### src/rtl/shseq_pkg.sv
package shseq_pkg;

    typedef enum logic [2:0] {
        ST_IDLE,
        ST_FETCH,
        ST_WAIT_RESUME,
        ST_ACTIVE,
        ST_DONE
    } seq_state_e;

    localparam logic [1:0] SEL_SRC  = 2'd0;
    localparam logic [1:0] SEL_DST  = 2'd1;
    localparam logic [1:0] SEL_SIZE = 2'd2;
    localparam logic [1:0] SEL_CTL  = 2'd3;

    localparam logic [1:0] MB_SHADOW = 2'b10;

    localparam int STS_W       = 4;
    localparam int STS_BLK     = 0;
    localparam int STS_XFER    = 1;
    localparam int STS_WOV     = 2;
    localparam int STS_INVALID = 3;

endpackage

### src/rtl/shseq_bank.sv
module shseq_bank
    import shseq_pkg::*;
#(
    parameter int DATA_W    = 32,
    parameter int ADDR_W    = 32,
    parameter int SIZE_W    = 16,
    parameter int CTL_W     = 32,
    parameter int VALID_POS = 31
) (
    input  logic              clk,
    input  logic              rst_n,
    input  logic              wr,
    input  logic [1:0]        sel,
    input  logic [DATA_W-1:0] wdata,
    input  logic              take,
    output logic [ADDR_W-1:0] sh_src,
    output logic [ADDR_W-1:0] sh_dst,
    output logic [SIZE_W-1:0] sh_size,
    output logic [CTL_W-1:0]  sh_ctl,
    output logic              valid,
    output logic              wov_evt
);

    typedef struct packed {
        logic [ADDR_W-1:0] src;
        logic [ADDR_W-1:0] dst;
        logic [SIZE_W-1:0] size;
        logic [CTL_W-1:0]  ctl;
    } bank_t;

    bank_t bank_d, bank_q;

    always_comb begin
        bank_d  = bank_q;
        wov_evt = 1'b0;
        if (wr) begin
            if (bank_q.ctl[VALID_POS]) begin
                wov_evt = 1'b1;
            end else begin
                case (sel)
                    SEL_SRC:  bank_d.src  = wdata[ADDR_W-1:0];
                    SEL_DST:  bank_d.dst  = wdata[ADDR_W-1:0];
                    SEL_SIZE: bank_d.size = wdata[SIZE_W-1:0];
                    default:  bank_d.ctl  = wdata[CTL_W-1:0];
                endcase
            end
        end
        if (take) begin
            bank_d.ctl[VALID_POS] = 1'b0;
        end
    end

    always_ff @(posedge clk) begin
        if (!rst_n) begin
            bank_q <= '0;
        end else begin
            bank_q <= bank_d;
        end
    end

    assign sh_src  = bank_q.src;
    assign sh_dst  = bank_q.dst;
    assign sh_size = bank_q.size;
    assign sh_ctl  = bank_q.ctl;
    assign valid   = bank_q.ctl[VALID_POS];

endmodule

### src/rtl/shseq_fsm.sv
module shseq_fsm
    import shseq_pkg::*;
#(
    parameter int ADDR_W    = 32,
    parameter int SIZE_W    = 16,
    parameter int CTL_W     = 32,
    parameter int VALID_POS = 31,
    parameter int FINAL_POS = 30
) (
    input  logic              clk,
    input  logic              rst_n,
    input  logic              mode_ok,
    input  logic              en_set,
    input  logic              resume,
    input  logic              blk_done,
    input  logic              sh_valid,
    input  logic [ADDR_W-1:0] sh_src,
    input  logic [ADDR_W-1:0] sh_dst,
    input  logic [SIZE_W-1:0] sh_size,
    input  logic [CTL_W-1:0]  sh_ctl,
    output logic              take,
    output logic [ADDR_W-1:0] act_src,
    output logic [ADDR_W-1:0] act_dst,
    output logic [SIZE_W-1:0] act_size,
    output logic [CTL_W-1:0]  act_ctl,
    output logic              blk_start,
    output logic              ch_en,
    output logic              ch_complete,
    output logic              ev_blk,
    output logic              ev_xfer,
    output logic              ev_invalid
);

    typedef struct packed {
        seq_state_e        state;
        logic              en;
        logic              complete;
        logic              start;
        logic [ADDR_W-1:0] src;
        logic [ADDR_W-1:0] dst;
        logic [SIZE_W-1:0] size;
        logic [CTL_W-1:0]  ctl;
    } seq_t;

    seq_t seq_d, seq_q;

    always_comb begin
        seq_d       = seq_q;
        seq_d.start = 1'b0;
        take        = 1'b0;
        ev_blk      = 1'b0;
        ev_xfer     = 1'b0;
        ev_invalid  = 1'b0;

        if (en_set && mode_ok && !seq_q.en && seq_q.state == ST_IDLE) begin
            seq_d.en       = 1'b1;
            seq_d.complete = 1'b0;
        end

        case (seq_q.state)
            ST_IDLE: begin
                if (seq_q.en && mode_ok) begin
                    seq_d.state = ST_FETCH;
                end
            end
            ST_FETCH: begin
                if (sh_valid) begin
                    take                 = 1'b1;
                    seq_d.src            = sh_src;
                    seq_d.dst            = sh_dst;
                    seq_d.size           = sh_size;
                    seq_d.ctl            = sh_ctl;
                    seq_d.ctl[VALID_POS] = 1'b0;
                    seq_d.start          = 1'b1;
                    seq_d.state          = ST_ACTIVE;
                end else begin
                    ev_invalid  = 1'b1;
                    seq_d.state = ST_WAIT_RESUME;
                end
            end
            ST_WAIT_RESUME: begin
                if (resume) begin
                    seq_d.state = ST_FETCH;
                end
            end
            ST_ACTIVE: begin
                if (blk_done) begin
                    ev_blk = 1'b1;
                    if (seq_q.ctl[FINAL_POS]) begin
                        seq_d.state = ST_DONE;
                    end else begin
                        seq_d.state = ST_FETCH;
                    end
                end
            end
            ST_DONE: begin
                ev_xfer        = 1'b1;
                seq_d.en       = 1'b0;
                seq_d.complete = 1'b1;
                seq_d.state    = ST_IDLE;
            end
            default: seq_d.state = ST_IDLE;
        endcase
    end

    always_ff @(posedge clk) begin
        if (!rst_n) begin
            seq_q       <= '0;
            seq_q.state <= ST_IDLE;
        end else begin
            seq_q <= seq_d;
        end
    end

    assign act_src     = seq_q.src;
    assign act_dst     = seq_q.dst;
    assign act_size    = seq_q.size;
    assign act_ctl     = seq_q.ctl;
    assign blk_start   = seq_q.start;
    assign ch_en       = seq_q.en;
    assign ch_complete = seq_q.complete;

endmodule

### src/rtl/shseq_irq.sv
module shseq_irq
    import shseq_pkg::*;
(
    input  logic             clk,
    input  logic             rst_n,
    input  logic [STS_W-1:0] set_vec,
    input  logic             clr_wr,
    input  logic [STS_W-1:0] clr_data,
    input  logic [STS_W-1:0] mask,
    output logic [STS_W-1:0] sts,
    output logic             irq
);

    logic [STS_W-1:0] sts_d, sts_q;

    always_comb begin
        sts_d = sts_q;
        if (clr_wr) begin
            sts_d = sts_d & ~clr_data;
        end
        sts_d = sts_d | set_vec;
    end

    always_ff @(posedge clk) begin
        if (!rst_n) begin
            sts_q <= '0;
        end else begin
            sts_q <= sts_d;
        end
    end

    assign sts = sts_q;
    assign irq = |(sts_q & mask);

endmodule

### src/rtl/shadow_blk_seq.sv
module shadow_blk_seq
    import shseq_pkg::*;
#(
    parameter int DATA_W    = 32,
    parameter int ADDR_W    = 32,
    parameter int SIZE_W    = 16,
    parameter int CTL_W     = 32,
    parameter int VALID_POS = 31,
    parameter int FINAL_POS = 30
) (
    input  logic              clk,
    input  logic              rst_n,
    input  logic [1:0]        mb_type,
    input  logic              en_set,
    input  logic              sh_wr,
    input  logic [1:0]        sh_sel,
    input  logic [DATA_W-1:0] sh_wdata,
    input  logic              resume_wr,
    input  logic              blk_done,
    input  logic              sts_clr_wr,
    input  logic [3:0]        sts_clr_data,
    input  logic [3:0]        irq_mask,
    output logic              ch_en,
    output logic              sh_valid,
    output logic [ADDR_W-1:0] act_src,
    output logic [ADDR_W-1:0] act_dst,
    output logic [SIZE_W-1:0] act_size,
    output logic [CTL_W-1:0]  act_ctl,
    output logic              blk_start,
    output logic              ch_complete,
    output logic [3:0]        sts,
    output logic              irq
);

    logic [ADDR_W-1:0] sh_src, sh_dst;
    logic [SIZE_W-1:0] sh_size;
    logic [CTL_W-1:0]  sh_ctl;
    logic              take, wov_evt;
    logic              ev_blk, ev_xfer, ev_invalid;
    logic [STS_W-1:0]  set_vec;
    logic              mode_ok;

    assign mode_ok = (mb_type == MB_SHADOW);

    shseq_bank #(
        .DATA_W(DATA_W), .ADDR_W(ADDR_W), .SIZE_W(SIZE_W),
        .CTL_W(CTL_W), .VALID_POS(VALID_POS)
    ) u_bank (
        .clk(clk), .rst_n(rst_n), .wr(sh_wr), .sel(sh_sel), .wdata(sh_wdata),
        .take(take), .sh_src(sh_src), .sh_dst(sh_dst), .sh_size(sh_size),
        .sh_ctl(sh_ctl), .valid(sh_valid), .wov_evt(wov_evt)
    );

    shseq_fsm #(
        .ADDR_W(ADDR_W), .SIZE_W(SIZE_W), .CTL_W(CTL_W),
        .VALID_POS(VALID_POS), .FINAL_POS(FINAL_POS)
    ) u_fsm (
        .clk(clk), .rst_n(rst_n), .mode_ok(mode_ok), .en_set(en_set),
        .resume(resume_wr), .blk_done(blk_done), .sh_valid(sh_valid),
        .sh_src(sh_src), .sh_dst(sh_dst), .sh_size(sh_size), .sh_ctl(sh_ctl),
        .take(take), .act_src(act_src), .act_dst(act_dst), .act_size(act_size),
        .act_ctl(act_ctl), .blk_start(blk_start), .ch_en(ch_en),
        .ch_complete(ch_complete), .ev_blk(ev_blk), .ev_xfer(ev_xfer),
        .ev_invalid(ev_invalid)
    );

    always_comb begin
        set_vec              = '0;
        set_vec[STS_BLK]     = ev_blk;
        set_vec[STS_XFER]    = ev_xfer;
        set_vec[STS_WOV]     = wov_evt;
        set_vec[STS_INVALID] = ev_invalid;
    end

    shseq_irq u_irq (
        .clk(clk), .rst_n(rst_n), .set_vec(set_vec), .clr_wr(sts_clr_wr),
        .clr_data(sts_clr_data), .mask(irq_mask), .sts(sts), .irq(irq)
    );

endmodule

### config.mk
export PLATFORM = sky130hd
export DESIGN_NAME = shadow_blk_seq
export DESIGN_NICKNAME = d
export VERILOG_FILES = /design/src/rtl/shseq_pkg.sv /design/src/rtl/shseq_bank.sv /design/src/rtl/shseq_fsm.sv /design/src/rtl/shseq_irq.sv /design/src/rtl/shadow_blk_seq.sv
export SDC_FILE = /design/constraint.sdc
export NUM_CORES = 1
export LEC_CHECK = 0
export BUFFER_PORTS_ARGS = -buffer_cell sky130_fd_sc_hd__buf_2
export CAP_MARGIN = 20
export CORE_AREA = 3 3 140 142
export CTS_BUF_LIST = sky130_fd_sc_hd__clkbuf_4
export DETAILED_ROUTE_END_ITERATION = 16
export DIE_AREA = 0 0 143 145
export GPL_ROUTABILITY_DRIVEN = 0
export PLACE_DENSITY = 0.71
export SYNTH_ARGS = -nofsm -noshare
export SYNTH_HDL_FRONTEND = slang
export SYNTH_SLANG_ARGS = --single-unit
### constraint.sdc
create_clock -name clk -period 1.8 [get_ports clk]
set_clock_uncertainty 0.15 [all_clocks]
set_input_delay 0.27 -clock clk [delete_from_list [all_inputs] [get_ports clk]]
set_output_delay 0.27 -clock clk [all_outputs]
set_load 0.03 [all_outputs]
### Word-level counts from Yosys, hierarchy flattened

Index checks and enable logic that the tools add are counted.

* logic and storage cells: 70
* bits in registers: 233
* output and inout port bits: 121
* bits of input ports: 51

* reduce and logical (&&, ||, !) cells: 19
* bitwise operators: 7
* eq/ne operators: 10
* multiplexer cells: 20

Operators by type and width (count)
* $mux 113: 1
* $mux 32: 2
* $reduce_and 3->1: 5
* $mux 3: 4
* $pmux 3 s4: 1
* $mux 1: 11
* $and 4x4->4: 2
* $eq 3x2->1 const B: 2
* $ne 2x2->1 const B: 3
* $eq 2x2->1 const B: 2
* $logic_and 1x1->1: 4
* $mux 4: 1
* $not 4->4: 1
* $or 4x4->4: 1
* $reduce_and 2->1: 2
* $reduce_or 2->1: 2
* $reduce_or 4->1: 1
* $eq 3x1->1 const B: 1
* $eq 3x3->1 const B: 1
* $logic_not 3->1: 1
* $not 1->1: 3
* $reduce_or 3->1: 1
* $eq 2x1->1 const B: 1
* $logic_not 2->1: 1
* other kinds (2): 2

### Longest topological paths before layout

* depth in word-level cells: 6
* depth in mapped cells: 7

### By module

A second synthesis with hierarchy kept.

* cell total of the unflattened synthesis: 1060
* area, all modules: 9880.7 µm²

Modules (own cells, without submodules)
* shseq_fsm: cells each 638, sequential area each 2342.2 µm², times used 1, area each 5554.1 µm²
* shseq_bank: cells each 402, sequential area each 2242.2 µm², times used 1, area each 4154.0 µm²
* shseq_irq: cells each 19, sequential area each 80.1 µm², times used 1, area each 158.9 µm²
* shadow_blk_seq: cells each 1, sequential area each 0.0 µm², times used 1, area each 13.8 µm²

### Worst setup path before layout

OpenSTA, ideal clock, no wires.

* path type: register to register
* from: register u_bank.bank_q (netlist bit u_bank.sh_ctl[31])
* to: register u_bank.bank_q (netlist bit u_bank.sh_ctl[11])
* library setup time: 128 ps
* arrival: 1360 ps
* cell stages (with the launch flop): 7
* slack: 162 ps
* cell sequence: dfxtp_1 -> buf_4 -> and4b_1 -> buf_2 -> buf_2 -> nand3_1 -> o21ai_0

* cells in the longest elaborated chain, start to end: 2

RTL lines
* start: declaration: RTL line shseq_bank.sv:31 `bank_t bank_d, bank_q;`
* start signal: assignment: RTL line shseq_bank.sv:57 `bank_q <= bank_d;`
* $not 1->1 (no line)
* $reduce_and 3->1 (no line)

Every way passes these cells.
A chain may end at the register's enable or synchronous reset.

### Worst setup path after layout

* from: register u_irq.sts_q[1], in the netlist u_irq.sts[1]
* to: output irq

* cells in the longest elaborated chain, start to end: 2

RTL lines
* start: declaration: RTL line shseq_irq.sv:14 `logic [STS_W-1:0] sts_d, sts_q;`
* start signal: assignment: RTL line shseq_irq.sv:28 `sts_q <= sts_d;`
* $and 4x4->4: RTL line shseq_irq.sv:33 `assign irq = |(sts_q & mask);`
* $reduce_or 4->1: RTL line shseq_irq.sv:33
* end: declaration: RTL line shadow_blk_seq.sv:32 `output logic irq`

Every way passes these cells.

==> flow_summary_export.csv <==
group,metric,value,unit
global_route,grt_use_total,20.3,%
setup_path,worst-path-stages,3,
setup_path,endpoint_kind,"primary output",
sta,timing.final.ws_setup,-0.0195,ns
power_and_ir_drop,sw_frac_of_total,23.4,%
global_route,gr-total-overflow,0,
setup_path,cp_slowest_stage_delay,0.34,ns
setup_path,arrival,1.40,ns
final_layout,multi_input_area,3150,um^2
final_layout,nFillCells,1652,
route,final_antenna_net_count,0,
synthesis,yosysWarnings,0,
route,routed_via_density,5.11,
clock_tree,clock_path_buffers,3,
synthesis,yosys.area_share.simple,20.4,%
final_layout,finish.utilization,57.4,%
power_and_ir_drop,power_switching,2400,uW
power_and_ir_drop,power,10300,uW
final_layout,final_cell_mix,"dfxtp_1 (230), nand2_1 (196), buf_2 (167), nand3_1 (159), o21ai_0 (156)",
sta,finalSetupTns,-0.0195,ns
placement,place_hpwl,14000,um
final_layout,fin_nets,1222,
sta,grt_setup_unrepaired,"yes",
synthesis,synthMuxAreaShare,0,%
placement,port_buffers,170,
route,drtIter0Drc,512,
final_layout,layout_commonest_cell,"dfxtp_1",
synthesis,synth_ff_type,"dfxtp_1",
setup_path,reg2reg_from,"u_bank.sh_ctl[31]$_SDFFE_PP0P_",
die,dieArea,20700,um^2
synthesis,synth.avg_cell_area,8.55,um^2
die,core_area,18600,um^2
die,pin_count,172,
clock_tree,clock_latency,0.66,ns
sta,setup_violations,1,
die,die_h,145,um
die,placementRows,50,
setup_path,path_buf_inv,1,
clock_tree,clk_pin_slew_worst_paths,0.06,ns
setup_path,cp_slowest_cell,"dfxtp_2",
synthesis,synth_cell_types,33,
setup_path,critPathLaunch,"u_irq.sts[1]$_SDFF_PN0_",
sta,slew_violations,0,
power_and_ir_drop,leakagePower,0.00429,uW
clock_tree,htreeDepth,2,
sta,finalCriticalPeriod,1.82,ns
sta,holdWs,0.284,ns
die,die_w,143,um
setup_path,cp_cell_sequence,"a22oi_2, nand2_1, buf_6",
final_layout,seqCellArea,4670,um^2
synthesis,synth-seq-cells,233,
power_and_ir_drop,power.density,965,nW/um^2
sta,timing.final.crit_share,101,%
power_and_ir_drop,power_frac_comb,5.8,%
global_route,grt_pass1_wl,34900,um
worst_hold_path,hp-class,"reg -> reg",
setup_path,endpoint,"irq",
placement,dp_slack,0.0683,ns
clock_tree,cts_sinks,233,
global_route,grt_max_degree,82,
setup_path,critPathMaxFanout,3,
setup_path,critPathKind,"reg -> out",
power_and_ir_drop,clkPwrFrac,42.8,%
power_and_ir_drop,ir_worst_vdd,0.000507,V
sta,hold_viol_final,0,
status,violations,"negative setup slack",
global_route,antenna_found_initial,1,
synthesis,synth_compound_area_share,14.1,%
status,status,"finished with violations",
route,vias,7398,
setup_path,crit_family,"flip-flops",
route,drc,0,
setup_path,crit_required,1.38,ns
synthesis,synth_enable_flop_cells,0,
run,cap_violations,0,
route,firstDrtPassIters,7,
route,route.detailed.wl_per_inst,15.0,um
final_layout,drive_gt1_share,27.2,%
synthesis,syn-cell-area,9050,um^2
setup_path,reg2reg_slack,0.07,ns
synthesis,ys_seq_area_share,51.5,%
die,initial_core_util,48.7,%
final_layout,area_delta_synth_final,17.8,%
setup_path,cp-start-kind,"flip-flop",
setup_path,rr_worst_depth,4,
clock_tree,root_buffer,"clkbuf_4",
power_and_ir_drop,p_int,7880,uW
synthesis,async_flop_share,0,%
synthesis,synthAdderAreaFrac,0,%
setup_path,rr_endpoint,"u_bank.sh_src[0]$_SDFFE_PN0P_",
clock_tree,cts_tree,"built",
power_and_ir_drop,sequentialPowerShare,51.4,%
clock_tree,cts_made_buffers,58,
global_route,grt_pass1_vias,6924,
synthesis,synthesis.instances,1059,
sta,clock.fmax,550,MHz
synthesis,synth_top_family_by_area,"simple AND/OR/NAND/NOR gates",
route,routed_wl,21700,um
synthesis,synth_fp_nets,1110,
synthesis,synthXorXnorAreaFrac,0,%
cell usage after synthesis (2+ instances only):
master	count	share of area, %
buf_6	3	0.37
nand4bb_1	2	0.25
nor2_1	6	0.25
buf_2	35	1.9
o21ai_0	156	8.6
o21ai_2	16	1.5
buf_4	119	9.9
dfxtp_1	233	52
and4bb_2	2	0.28
a22oi_1	4	0.33
and4b_1	2	0.22
clkbuf_1	34	1.4
a211oi_1	2	0.17
nand2_1	196	8.1
buf_1	6	0.25
nand3_2	14	1.5
nand3_1	159	8.8
a21oi_1	55	3.0
per-layer routing:
metal | global-route usage (%) | vias up | wire length (um)
met5 | 0 | - | 0
met4 | 5.75 | 0 | 319
met3 | 6.46 | 33 | 1790
met2 | 30.2 | 228 | 9850
met1 | 28.4 | 3410 | 9740
li1 | - | 3727 | -
metrics by stage:
stage | instances | cell area, um^2
after CTS | 1445 | 10600
after floorplan | 1059 | 9050
after global routing | 1447 | 10700
after global placement | 1293 | 9350
final | 1447 | 10700
after detailed placement | 1293 | 9350
worst min-delay path by stage:
stage	startpoint	cells after the start	slack (ns)	to
floorplan	sh_wdata[0]	2	0.25	u_bank.sh_ctl[0]$_SDFFE_PN0P_
global placement	u_fsm.act_src[8]$_SDFFE_PN0P_	2	0.29	u_fsm.act_src[8]$_SDFFE_PN0P_
detailed placement	u_fsm.act_src[4]$_SDFFE_PN0P_	2	0.29	u_fsm.act_src[4]$_SDFFE_PN0P_
CTS	sh_wdata[6]	4	0.22	u_bank.sh_ctl[6]$_SDFFE_PN0P_
global route	sh_wdata[6]	4	0.26	u_bank.sh_ctl[6]$_SDFFE_PN0P_
finish	u_bank.sh_dst[1]$_SDFFE_PN0P_	2	0.28	u_fsm.act_dst[1]$_SDFFE_PN0P_
power by group through the flow:
| stage | Clock (uW) | Combinational, uW | Sequential [uW] |
|---|---|---|---|
| 3_5_place_dp | 0 | 503 | 5400 |
| 2_1_floorplan | 0 | 284 | 5390 |
| 5_1_grt | 4830 | 658 | 5290 |
| 4_1_cts | 4530 | 590 | 5280 |
| 6_report | 4400 | 601 | 5280 |
| 3_3_place_gp | 0 | 497 | 5400 |
logic make-up after synthesis:
| group | Yosys count |
|---|---|
| flip-flops | 233 |
| AND/OR/NAND/NOR | 389 |
| buffers and inverters | 199 |
| other | 1 |
| AO/OA/AOI/OAI | 237 |
worst register-to-register path, stage by stage (launching register included):
cell	delay, ns
dfxtp_2	0.34
or4b_2	0.72
buf_12	0.22
nand3_1	0.13
o21ai_2	0.05
cell type report:
type                       count  share of cell area, %
clock inverter                18                   1.15
antenna                        1                 0.0235
sequential                   233                   43.8
inverter                       1                 0.0352
timing repair buffer         250                   16.8
clock buffer                  83                   5.85
multi-input combinational    627                   29.6
tap                          234                   2.75
flip-flops by register name (all words and copies together) (netlist names):
signal             flops
u_bank.sh_ctl         32
u_irq.sts              4
u_bank.sh_size        16
u_fsm.ch_en            1
u_fsm.act_dst         32
u_fsm.act_ctl         31
u_fsm.act_src         32
u_fsm.blk_start        1
u_fsm.ch_complete      1
u_fsm.seq_q            3
u_bank.sh_dst         32
u_bank.sh_src         32
u_fsm.act_size        16
timing repair:
item,CTS,global route
setup endpoints to repair,2,4
buffers inserted,0,2
hold buffers,51,0
hold endpoints to repair,131,0
resized for setup,7,3
No activity file was read; power rests on OpenSTA's default activity.
